[config.mk]
export PLATFORM = sky130hd
export DESIGN_NAME = pm_detector
export DESIGN_NICKNAME = d
export VERILOG_FILES = /design/src/rtl/pm_pkg.sv /design/src/rtl/pm_sampler.sv /design/src/rtl/pm_bit_eval.sv /design/src/rtl/pm_combine.sv /design/src/rtl/pm_detector.sv
export SDC_FILE = /design/constraint.sdc
export NUM_CORES = 1
export LEC_CHECK = 0
export ABC_AREA = 1
export ABC_CLOCK_PERIOD_IN_PS = 2550
export BUFFER_PORTS_ARGS = -buffer_cell sky130_fd_sc_hd__buf_4
export CAP_MARGIN = 15
export CORE_MARGIN = 4
export CORE_UTILIZATION = 50
export CTS_BUF_LIST = sky130_fd_sc_hd__clkbuf_4 sky130_fd_sc_hd__clkbuf_8
export DETAILED_ROUTE_END_ITERATION = 8
export PLACE_DENSITY = 0.81
export SETUP_SLACK_MARGIN = 0.15
export SLEW_MARGIN = 20
export SYNTH_ARGS = -nofsm -noshare
export SYNTH_HDL_FRONTEND = slang
export SYNTH_SLANG_ARGS = --single-unit
[constraint.sdc]
create_clock -name clk -period 2.55 [get_ports clk]
set_clock_uncertainty 0.05 [all_clocks]
set_input_delay 0.1275 -clock clk [delete_from_list [all_inputs] [get_ports clk]]
set_output_delay 0.1275 -clock clk [all_outputs]
set_load 0.005 [all_outputs]
[src/rtl/pm_pkg.sv]
package pm_pkg;
    typedef enum logic [1:0] {
        PM_OFF  = 2'd0,
        PM_ALL  = 2'd1,
        PM_ANY  = 2'd2,
        PM_PRIO = 2'd3
    } pm_mode_e;

    typedef enum logic [1:0] {
        ST_WARM  = 2'd0,
        ST_WATCH = 2'd1,
        ST_HELD  = 2'd2
    } pm_state_e;
endpackage

[src/rtl/pm_sampler.sv]
module pm_sampler #(
    parameter int WIDTH = 8
) (
    input  logic             clk,
    input  logic             rst_n,
    input  logic [WIDTH-1:0] port_in,
    input  logic [WIDTH-1:0] invert,
    output logic [WIDTH-1:0] cur,
    output logic [WIDTH-1:0] prev,
    output logic             hist_ok
);
    logic cur_ok;

    always_ff @(posedge clk) begin
        if (!rst_n) begin
            cur     <= '0;
            prev    <= '0;
            cur_ok  <= 1'b0;
            hist_ok <= 1'b0;
        end else begin
            cur     <= port_in ^ invert;
            prev    <= cur;
            cur_ok  <= 1'b1;
            hist_ok <= cur_ok;
        end
    end
endmodule

[src/rtl/pm_bit_eval.sv]
module pm_bit_eval #(
    parameter int WIDTH = 8
) (
    input  logic [WIDTH-1:0] cur,
    input  logic [WIDTH-1:0] prev,
    input  logic [WIDTH-1:0] mask,
    input  logic [WIDTH-1:0] trans,
    input  logic [WIDTH-1:0] pol,
    output logic [WIDTH-1:0] spec,
    output logic [WIDTH-1:0] bit_hit
);
    for (genvar g = 0; g < WIDTH; g++) begin : g_bit
        always_comb begin
            spec[g] = mask[g] | trans[g];
            unique case ({mask[g], trans[g]})
                2'b00:   bit_hit[g] = 1'b0;
                2'b01:   bit_hit[g] = cur[g] ^ prev[g];
                2'b10:   bit_hit[g] = ~(cur[g] ^ pol[g]);
                default: bit_hit[g] = pol[g] ? (cur[g] & ~prev[g])
                                             : (~cur[g] & prev[g]);
            endcase
        end
    end
endmodule

[src/rtl/pm_combine.sv]
module pm_combine
    import pm_pkg::*;
#(
    parameter int WIDTH = 8,
    localparam int IDXW = $clog2(WIDTH + 1)
) (
    input  logic [1:0]       mode,
    input  logic [WIDTH-1:0] spec,
    input  logic [WIDTH-1:0] bit_hit,
    input  logic [IDXW-1:0]  pri_q,
    input  logic             hist_ok,
    output logic [IDXW-1:0]  top_idx,
    output logic             hit
);
    logic [WIDTH-1:0] good;
    logic             raw;

    always_comb begin
        good    = bit_hit & spec;
        top_idx = '0;
        for (int i = 0; i < WIDTH; i++) begin
            if (good[i]) top_idx = IDXW'(i + 1);
        end
        unique case (pm_mode_e'(mode))
            PM_OFF:  raw = 1'b0;
            PM_ALL:  raw = (|spec) && (&(bit_hit | ~spec));
            PM_ANY:  raw = |good;
            PM_PRIO: raw = top_idx > pri_q;
            default: raw = 1'b0;
        endcase
        hit = raw && hist_ok;
    end
endmodule

[src/rtl/pm_detector.sv]
module pm_detector
    import pm_pkg::*;
#(
    parameter int WIDTH = 8,
    localparam int IDXW = $clog2(WIDTH + 1)
) (
    input  logic             clk,
    input  logic             rst_n,
    input  logic [WIDTH-1:0] port_in,
    input  logic [WIDTH-1:0] cfg_invert,
    input  logic [WIDTH-1:0] cfg_mask,
    input  logic [WIDTH-1:0] cfg_trans,
    input  logic [WIDTH-1:0] cfg_pol,
    input  logic [1:0]       cfg_mode,
    input  logic             cfg_latch,
    input  logic             cfg_match_only,
    input  logic             clr_match,
    output logic             match_flag,
    output logic [WIDTH-1:0] data_out,
    output logic             match_event
);
    logic [WIDTH-1:0] s_cur, s_prev, spec, bit_hit, data_nx;
    logic             hist_ok, hit, take, frozen;
    logic [IDXW-1:0]  top_idx, pri_q;
    pm_state_e        state_q, state_d;

    pm_sampler #(.WIDTH(WIDTH)) u_smp (
        .clk(clk), .rst_n(rst_n), .port_in(port_in), .invert(cfg_invert),
        .cur(s_cur), .prev(s_prev), .hist_ok(hist_ok)
    );

    pm_bit_eval #(.WIDTH(WIDTH)) u_bits (
        .cur(s_cur), .prev(s_prev), .mask(cfg_mask), .trans(cfg_trans),
        .pol(cfg_pol), .spec(spec), .bit_hit(bit_hit)
    );

    pm_combine #(.WIDTH(WIDTH)) u_comb (
        .mode(cfg_mode), .spec(spec), .bit_hit(bit_hit), .pri_q(pri_q),
        .hist_ok(hist_ok), .top_idx(top_idx), .hit(hit)
    );

    assign take = hit && !clr_match;

    // state register
    always_ff @(posedge clk) begin
        if (!rst_n) state_q <= ST_WARM;
        else        state_q <= state_d;
    end

    always_comb begin
        state_d = state_q;
        unique case (state_q)
            ST_WARM:  if (take) state_d = ST_HELD;
                      else if (hist_ok) state_d = ST_WATCH;
            ST_WATCH: if (take) state_d = ST_HELD;
            ST_HELD:  if (clr_match) state_d = ST_WATCH;
            default:  state_d = ST_WARM;
        endcase
    end

    // outputs
    assign match_flag = (state_q == ST_HELD);
    assign frozen     = match_flag && cfg_latch && !clr_match;
    assign data_nx    = frozen ? data_out : s_cur;

    always_ff @(posedge clk) begin
        if (!rst_n) begin
            data_out    <= '0;
            match_event <= 1'b0;
            pri_q       <= '0;
        end else begin
            data_out    <= data_nx;
            match_event <= take || (!cfg_match_only && (data_nx != data_out));
            if (clr_match)
                pri_q <= '0;
            else if (take && pm_mode_e'(cfg_mode) == PM_PRIO)
                pri_q <= top_idx;
        end
    end

    // flag held until cleared
    p_flag_sticky_r10: assert property (@(posedge clk) disable iff (!rst_n)
        (match_flag && !clr_match) |=> match_flag);
    // clear wins
    p_clear_wins_r10: assert property (@(posedge clk) disable iff (!rst_n)
        clr_match |=> !match_flag);
    // off mode never raises the flag
    p_off_quiet_r6: assert property (@(posedge clk) disable iff (!rst_n)
        (!match_flag && cfg_mode == 2'd0) |=> !match_flag);
    // latched byte holds
    p_frozen_r11: assert property (@(posedge clk) disable iff (!rst_n)
        (match_flag && cfg_latch && !clr_match) |=> $stable(data_out));
    // match-only events come with the flag
    p_match_only_r12: assert property (@(posedge clk) disable iff (!rst_n)
        (cfg_match_only && !clr_match) |=> (!match_event || match_flag));
endmodule

Word-level counts from Yosys, hierarchy flattened --
Index checks and enable logic that the tools add are counted.
Storage, ports and cells: flip-flop bits (word level) 33, latch bits 0, RAM bits 0, memory bits (read-only) 0, input port bits 47, output and inout bits 10, memories kept 0
Operators by class: add/subtract/negate cells 0, $mul 0, div/mod/pow operators 0, order comparisons 1, equal/unequal tests 25, shift-type cells 0, multiplexer cells 32, bitwise logic cells 69, reduce and logical (&&, ||, !) cells 25
Operators with widths (count):
- $not 1->1 | 25
- $pmux 1 s3 | 8
- $eq 2x2->1 const B | 11
- $eq 2x1->1 const B | 10
- $logic_not 2->1 | 10
- $and 1x1->1 | 16
- $reduce_or 8->1 | 2
- $xor 1x1->1 | 16
- $mux 2 | 6
- $mux 3 | 4
- $mux 1 | 10
- $and 8x8->8 | 1
- $mux 8 | 1
- $ne 8x8->1 | 1
- $not 8->8 | 1
- $or 1x1->1 | 8
- $or 8x8->8 | 1
- $reduce_and 8->1 | 1
- $xor 8x8->8 | 1
- $logic_and 1x1->1 | 7
- $pmux 2 s3 | 1
- $gt 4x4->1 | 1
- $mux 4 | 1
- $ne 2x2->1 const B | 2
- 6 further kinds | 7

Longest topological paths before layout --
depth in word-level cells 19, gate-level depth with buffers 23

By module --
From an unflattened synthesis, not the netlist that was laid out.
Unflattened totals: cell total of the unflattened synthesis 434, area total of the unflattened synthesis 2561.2 µm²
Modules (own cells, without submodules):
- pm_bit_eval | times used 1, cells each 152, area each 800.8 µm², sequential area each 0.0 µm²
- pm_detector | times used 1, cells each 124, area each 798.3 µm², sequential area each 300.3 µm²
- pm_sampler | times used 1, cells each 70, area each 579.3 µm², sequential area each 360.3 µm²
- pm_combine | times used 1, cells each 88, area each 382.9 µm², sequential area each 0.0 µm²

Worst setup path before layout --
Ideal clock, no wire load.
path type flip-flop to flip-flop, start reg u_smp.cur[1], end reg state_q[1], arrival time 2.246 ns, data required time 2.383 ns, slack 0.138 ns, stages on the path, launching flop included 19, path through dfxtp_1 inv_2 ha_1 o21ai_1 nand3_2 nand2_1 nand3_1 a31oi_1 ha_1 inv_1 nor2_1 o211ai_1 nand2_1 nand3_1 nand3_2 nand2_2 nand2_1 nand2_1 a21oi_1
On the way: word-level cells in the longest chain between the ends 18
Ends and longest elaborated chain:
- start: declaration | line pm_sampler.sv:8 | output logic [WIDTH-1:0] cur,
- start signal: assignment | line pm_sampler.sv:21 | cur <= port_in ^ invert;
- $not 1->1 | line pm_bit_eval.sv:20 | : (~cur[g] & prev[g]);
- $and 1x1->1 | line pm_bit_eval.sv:20
- $mux 1 | line pm_bit_eval.sv:19 | default: bit_hit[g] = pol[g] ? (cur[g] & ~prev[g])
- $pmux 1 s3 * | line pm_bit_eval.sv:15 | unique case ({mask[g], trans[g]})
- $and 8x8->8 * | line pm_combine.sv:19 | good = bit_hit & spec;
- $mux 2 * (2 in a row) | line pm_combine.sv:22 | if (good[i]) top_idx = IDXW'(i + 1);
- $mux 3 * (4 in a row) | line pm_combine.sv:22
- $mux 4 * | line pm_combine.sv:22
- net top_idx[1] | line pm_detector.sv:24 | logic [IDXW-1:0] top_idx, pri_q;
- $gt 4x4->1 * | line pm_combine.sv:28 | PM_PRIO: raw = top_idx > pri_q;
- $pmux 1 s4 * | line pm_combine.sv:24 | unique case (pm_mode_e'(mode))
- $logic_and 1x1->1 * | line pm_combine.sv:31 | hit = raw && hist_ok;
- $logic_and 1x1->1 * | line pm_detector.sv:42 | assign take = hit && !clr_match;
- $ne 3x2->1 (no source line) (tied with other cells)
- $reduce_and 3->1 (no source line) or $pmux 2 s3 (tied branches)
- end signal: assignment | line pm_detector.sv:47 | else state_q <= state_d;
- end: declaration | line pm_detector.sv:25 | pm_state_e state_q, state_d;
Mark *: on every way through the listed nets, which the timed path passes. The rest lies on a longest branch. A chain may end at the register's enable or synchronous reset.

Worst setup path in the final report --
start reg u_smp.cur[1], end reg state_q[0]
On the way: word-level cells in the longest chain between the ends 18
Ends and longest elaborated chain (line):
- $not 1->1 | pm_bit_eval.sv:20
- $and 1x1->1 | pm_bit_eval.sv:20
- $mux 1 | pm_bit_eval.sv:19
- $pmux 1 s3 * | pm_bit_eval.sv:15
- $and 8x8->8 | pm_combine.sv:19
- $mux 2 (2 in a row) | pm_combine.sv:22
- $mux 3 (4 in a row) | pm_combine.sv:22
- $mux 4 | pm_combine.sv:22
- $gt 4x4->1 | pm_combine.sv:28
- $pmux 1 s4 * | pm_combine.sv:24
- $logic_and 1x1->1 * | pm_combine.sv:31
- $logic_and 1x1->1 * | pm_detector.sv:42
- $ne 3x2->1 (no source line) (tied with other cells)
- $reduce_and 3->1 (no source line) or $pmux 2 s3 (tied branches)
Mark *: on every way between the ends. The rest lies on a longest branch, timed or not.

==> flow_metrics.env <==
export IMPL_status="finished, violations left"
export IMPL_violations="negative setup slack"
export IMPL_syn_to_final_growth_pct=44.16
export IMPL_cap_violations=0
export IMPL_crit_chain="buf_6, buf_4, nand2_1, nand3_1, nand3_2, nand4_1, nand2_1, nand2_1, nand2_1, nand2_1, nand2_1, nand2_2, ha_4, nor2_2, o211ai_1, nand2_1, nand3_1, nand3_2, nand2_4, nand2_2, nand2_1, nor2_2, nor2_1"
export IMPL_syn_area_mm2=0.002409
export IMPL_postSynthCellCount=361
export IMPL_diodes=0
export IMPL_fp_coreArea_mm2=0.004504
export IMPL_route_detailed_drc=0
export IMPL_ctsHtreeMaxLevel=2
export IMPL_cts_root_buf="clkbuf_8"
export IMPL_grt_busiest_layer="met2"
export IMPL_grt_pass1_vias=2575
export IMPL_leakagePower_nw=1.803
export IMPL_ctsHoldBuffers=0
export IMPL_start_util=0.5347
export IMPL_hold_path_class="input port to flop"
export IMPL_fin_setup_tns_ns=-0.4357
export IMPL_startpoint_type="flop"
export IMPL_ios=57
export IMPL_drive_above_1_share=0.4004
export IMPL_grtUsageTotal=0.2351
export IMPL_cts_clk_slew_worst_paths_ns=0.07
export IMPL_detail_route_antenna_nets=0
export IMPL_met2_usage=0.4275
export IMPL_cpPeakStageDelay_ns=0.34
export IMPL_fin_crit_sh=1.045
export IMPL_fp_dieH_um=77.41
export IMPL_antenna_found_initial=0
export IMPL_use_met1=0.2677
export IMPL_place_inst=476
export IMPL_core_rowCount=24
export IMPL_worstSkewPairLatency_ns=0.29
export IMPL_slew_viol_final=0
export IMPL_avgRoutedWirePerCell_um=14.49
export IMPL_critPathMostFrequentCell="nand2_1"
export IMPL_placedInstanceArea_mm2=0.002949
export IMPL_io_buffers=56
export IMPL_crit_fanout=3
export IMPL_dr_pass1_iters=5
export IMPL_routed_wirelength_um=7376
export IMPL_finalNonFillerCells=509
export IMPL_slew_headroom=0.6060
export IMPL_cts_tree="done"
export IMPL_end_kind="flop"
export IMPL_period_minus_slack_ns=2.664
export IMPL_synth_seq_cells=33
export IMPL_crit_path_top_delay_cell="dfxtp_2"
export IMPL_syn_area_per_cell_um2=6.672
export IMPL_hpwl_um=4567
export IMPL_fmax_mhz=375.4
export IMPL_worst_slack_ns=-0.1140
export IMPL_synth_nets=428
export IMPL_synth_seq_area_share=0.2743
export IMPL_cp_required_ns=2.69
export IMPL_overflow=0
export IMPL_synth_cell_types=28
export IMPL_crit_arrival_ns=2.80
export IMPL_dieArea_mm2=0.005992
export IMPL_vias=2678
export IMPL_grt_setup_unrepaired="yes"
export IMPL_die_w_um=77.41
export IMPL_power_density_mw_per_mm2=455.1
export IMPL_hold_violations=0
export IMPL_nets=524
export IMPL_critPathKind="flop to flop"
export IMPL_gp_congestion=0.9014
export IMPL_cts_sinks=33
export IMPL_fin_area_mm2=0.003472
export IMPL_numCtsBuffers=5
export IMPL_clockBufferDepth=2
export IMPL_drt_vias_per_instance=5.261
export IMPL_use_met3=0.05556
export IMPL_grt_max_degree=24
export IMPL_grt_pass1_wl_um=11520
export IMPL_peakVddDrop_mv=0.3389
export IMPL_dr_first_iter_drc_count=221
export IMPL_worst_slew_pin_slew_ns=0.5864
export IMPL_synth_warnings=0
export IMPL_setup_viol=7
## power breakdown
| part | internal [mW] | switching, mW |
|---|---|---|
| Clock | 0.225 | 0.193 |
| Sequential | 0.549 | 0.0286 |
| Combinational | 0.290 | 0.295 |
## synth_stat cells (all sizes together)
library cell | n | area (µm²)
o21bai | 4 | 45.04
or2 | 1 | 6.260
nor3 | 4 | 20.02
clkbuf | 2 | 7.510
a31oi | 1 | 6.260
a211oi | 4 | 30.03
ha | 20 | 250.2
a21oi | 5 | 25.02
xnor2 | 10 | 87.58
nand3b | 8 | 60.06
o21ai | 9 | 63.80
dfxtp | 33 | 660.6
o211ai | 1 | 7.510
nand4 | 5 | 31.28
nand2 | 106 | 412.9
nand3 | 31 | 230.2
nor2 | 42 | 167.7
buf | 2 | 22.52
clkinv | 1 | 3.750
inv | 72 | 270.3
## critical path: cells and delay by family, from the launching register on
kind                     cells  cell delay, ns
flip-flops                   1            0.34
adder cells (fa/ha/maj)      1            0.17
AO/OA/AOI/OAI                1            0.10
AND/OR/NAND/NOR             19            1.66
buffers and inverters        2            0.25
## timing repair
item	4_1_cts	5_1_grt
gates resized for setup	31	19
setup endpoints to repair	7	7
buffers inserted	23	3
pin swaps	32	17
## cell families (layout without fill, tap and decap cells)
family | after synthesis | after routing | synth area share
simple gates | 197 | 197 | 0.3855
buf+inv | 77 | 173 | 0.1262
flops | 33 | 33 | 0.2743
compound gates | 24 | 24 | 0.07376
fa+ha+maj | 20 | 20 | 0.1039
xor+xnor | 10 | 10 | 0.03636
## registers in the layout (all words and copies together), names as in the netlist
register       count
state_q            2
u_smp.hist_ok      1
u_smp.cur_ok       1
pri_q              4
u_smp.prev         8
u_smp.cur          8
match_event        1
data_out           8
## placed cells by master (no fill, tap or decap), types with 3 or more instances in the layout
cell / instances
inv_2: 16
ha_4: 10
a211oi_1: 4
nand3_2: 13
nand3_1: 16
dfxtp_1: 24
buf_4: 88
o21bai_2: 3
a21oi_1: 3
o21ai_2: 7
ha_1: 8
nand3b_1: 8
buf_6: 5
clkbuf_8: 6
nand4_1: 5
dfxtp_2: 9
nand2_2: 12
nor3_1: 4
inv_1: 56
nor2_1: 38
nor2_2: 3
xnor2_1: 10
nand2_1: 93
## area by class of cell
type                    instances  area, µm²
multi-input cells             251       1654
fillers                       317       1032
repair buffers                 93      716.9
well taps                      52      65.06
clock buffers                   7      90.09
inverters                      73      274.0
flip-flops and latches         33      671.9
## worst paths after layout
path	start	to	slack (ns)	cells after the start
max	u_smp.cur[1]	state_q[0]	-0.11	23
min	port_in[7]	u_smp.cur[7]	0.02	3
max reg2reg	u_smp.cur[1]	state_q[0]	-0.11	23
min reg2reg	u_smp.cur_ok	u_smp.hist_ok	0.37	2
## through the flow
step | util | power [mW] | hold WS, ns | setup slack (ns)
floorplan | - | 0.8290 | 0.1052 | 0.1561
global placement | 0.6547 | 0.9744 | 0.3128 | 0.07763
detailed placement | 0.6547 | 0.9865 | 0.3213 | -0.02658
CTS | 0.7486 | 1.508 | 0.02491 | 0.1156
global route | 0.7708 | 1.658 | 0.02149 | -0.2553
finish | 0.7708 | 1.580 | 0.02321 | -0.1140
## routing by layer
layer,wire length (µm),vias to the layer above,part of all wire
met5,0,-,0
met2,3670,121,0.50
li1,-,1299,-
met1,2932,1224,0.40
met4,286,0,0.039
met3,486,34,0.066
No activity file was read; power rests on OpenSTA's default activity.
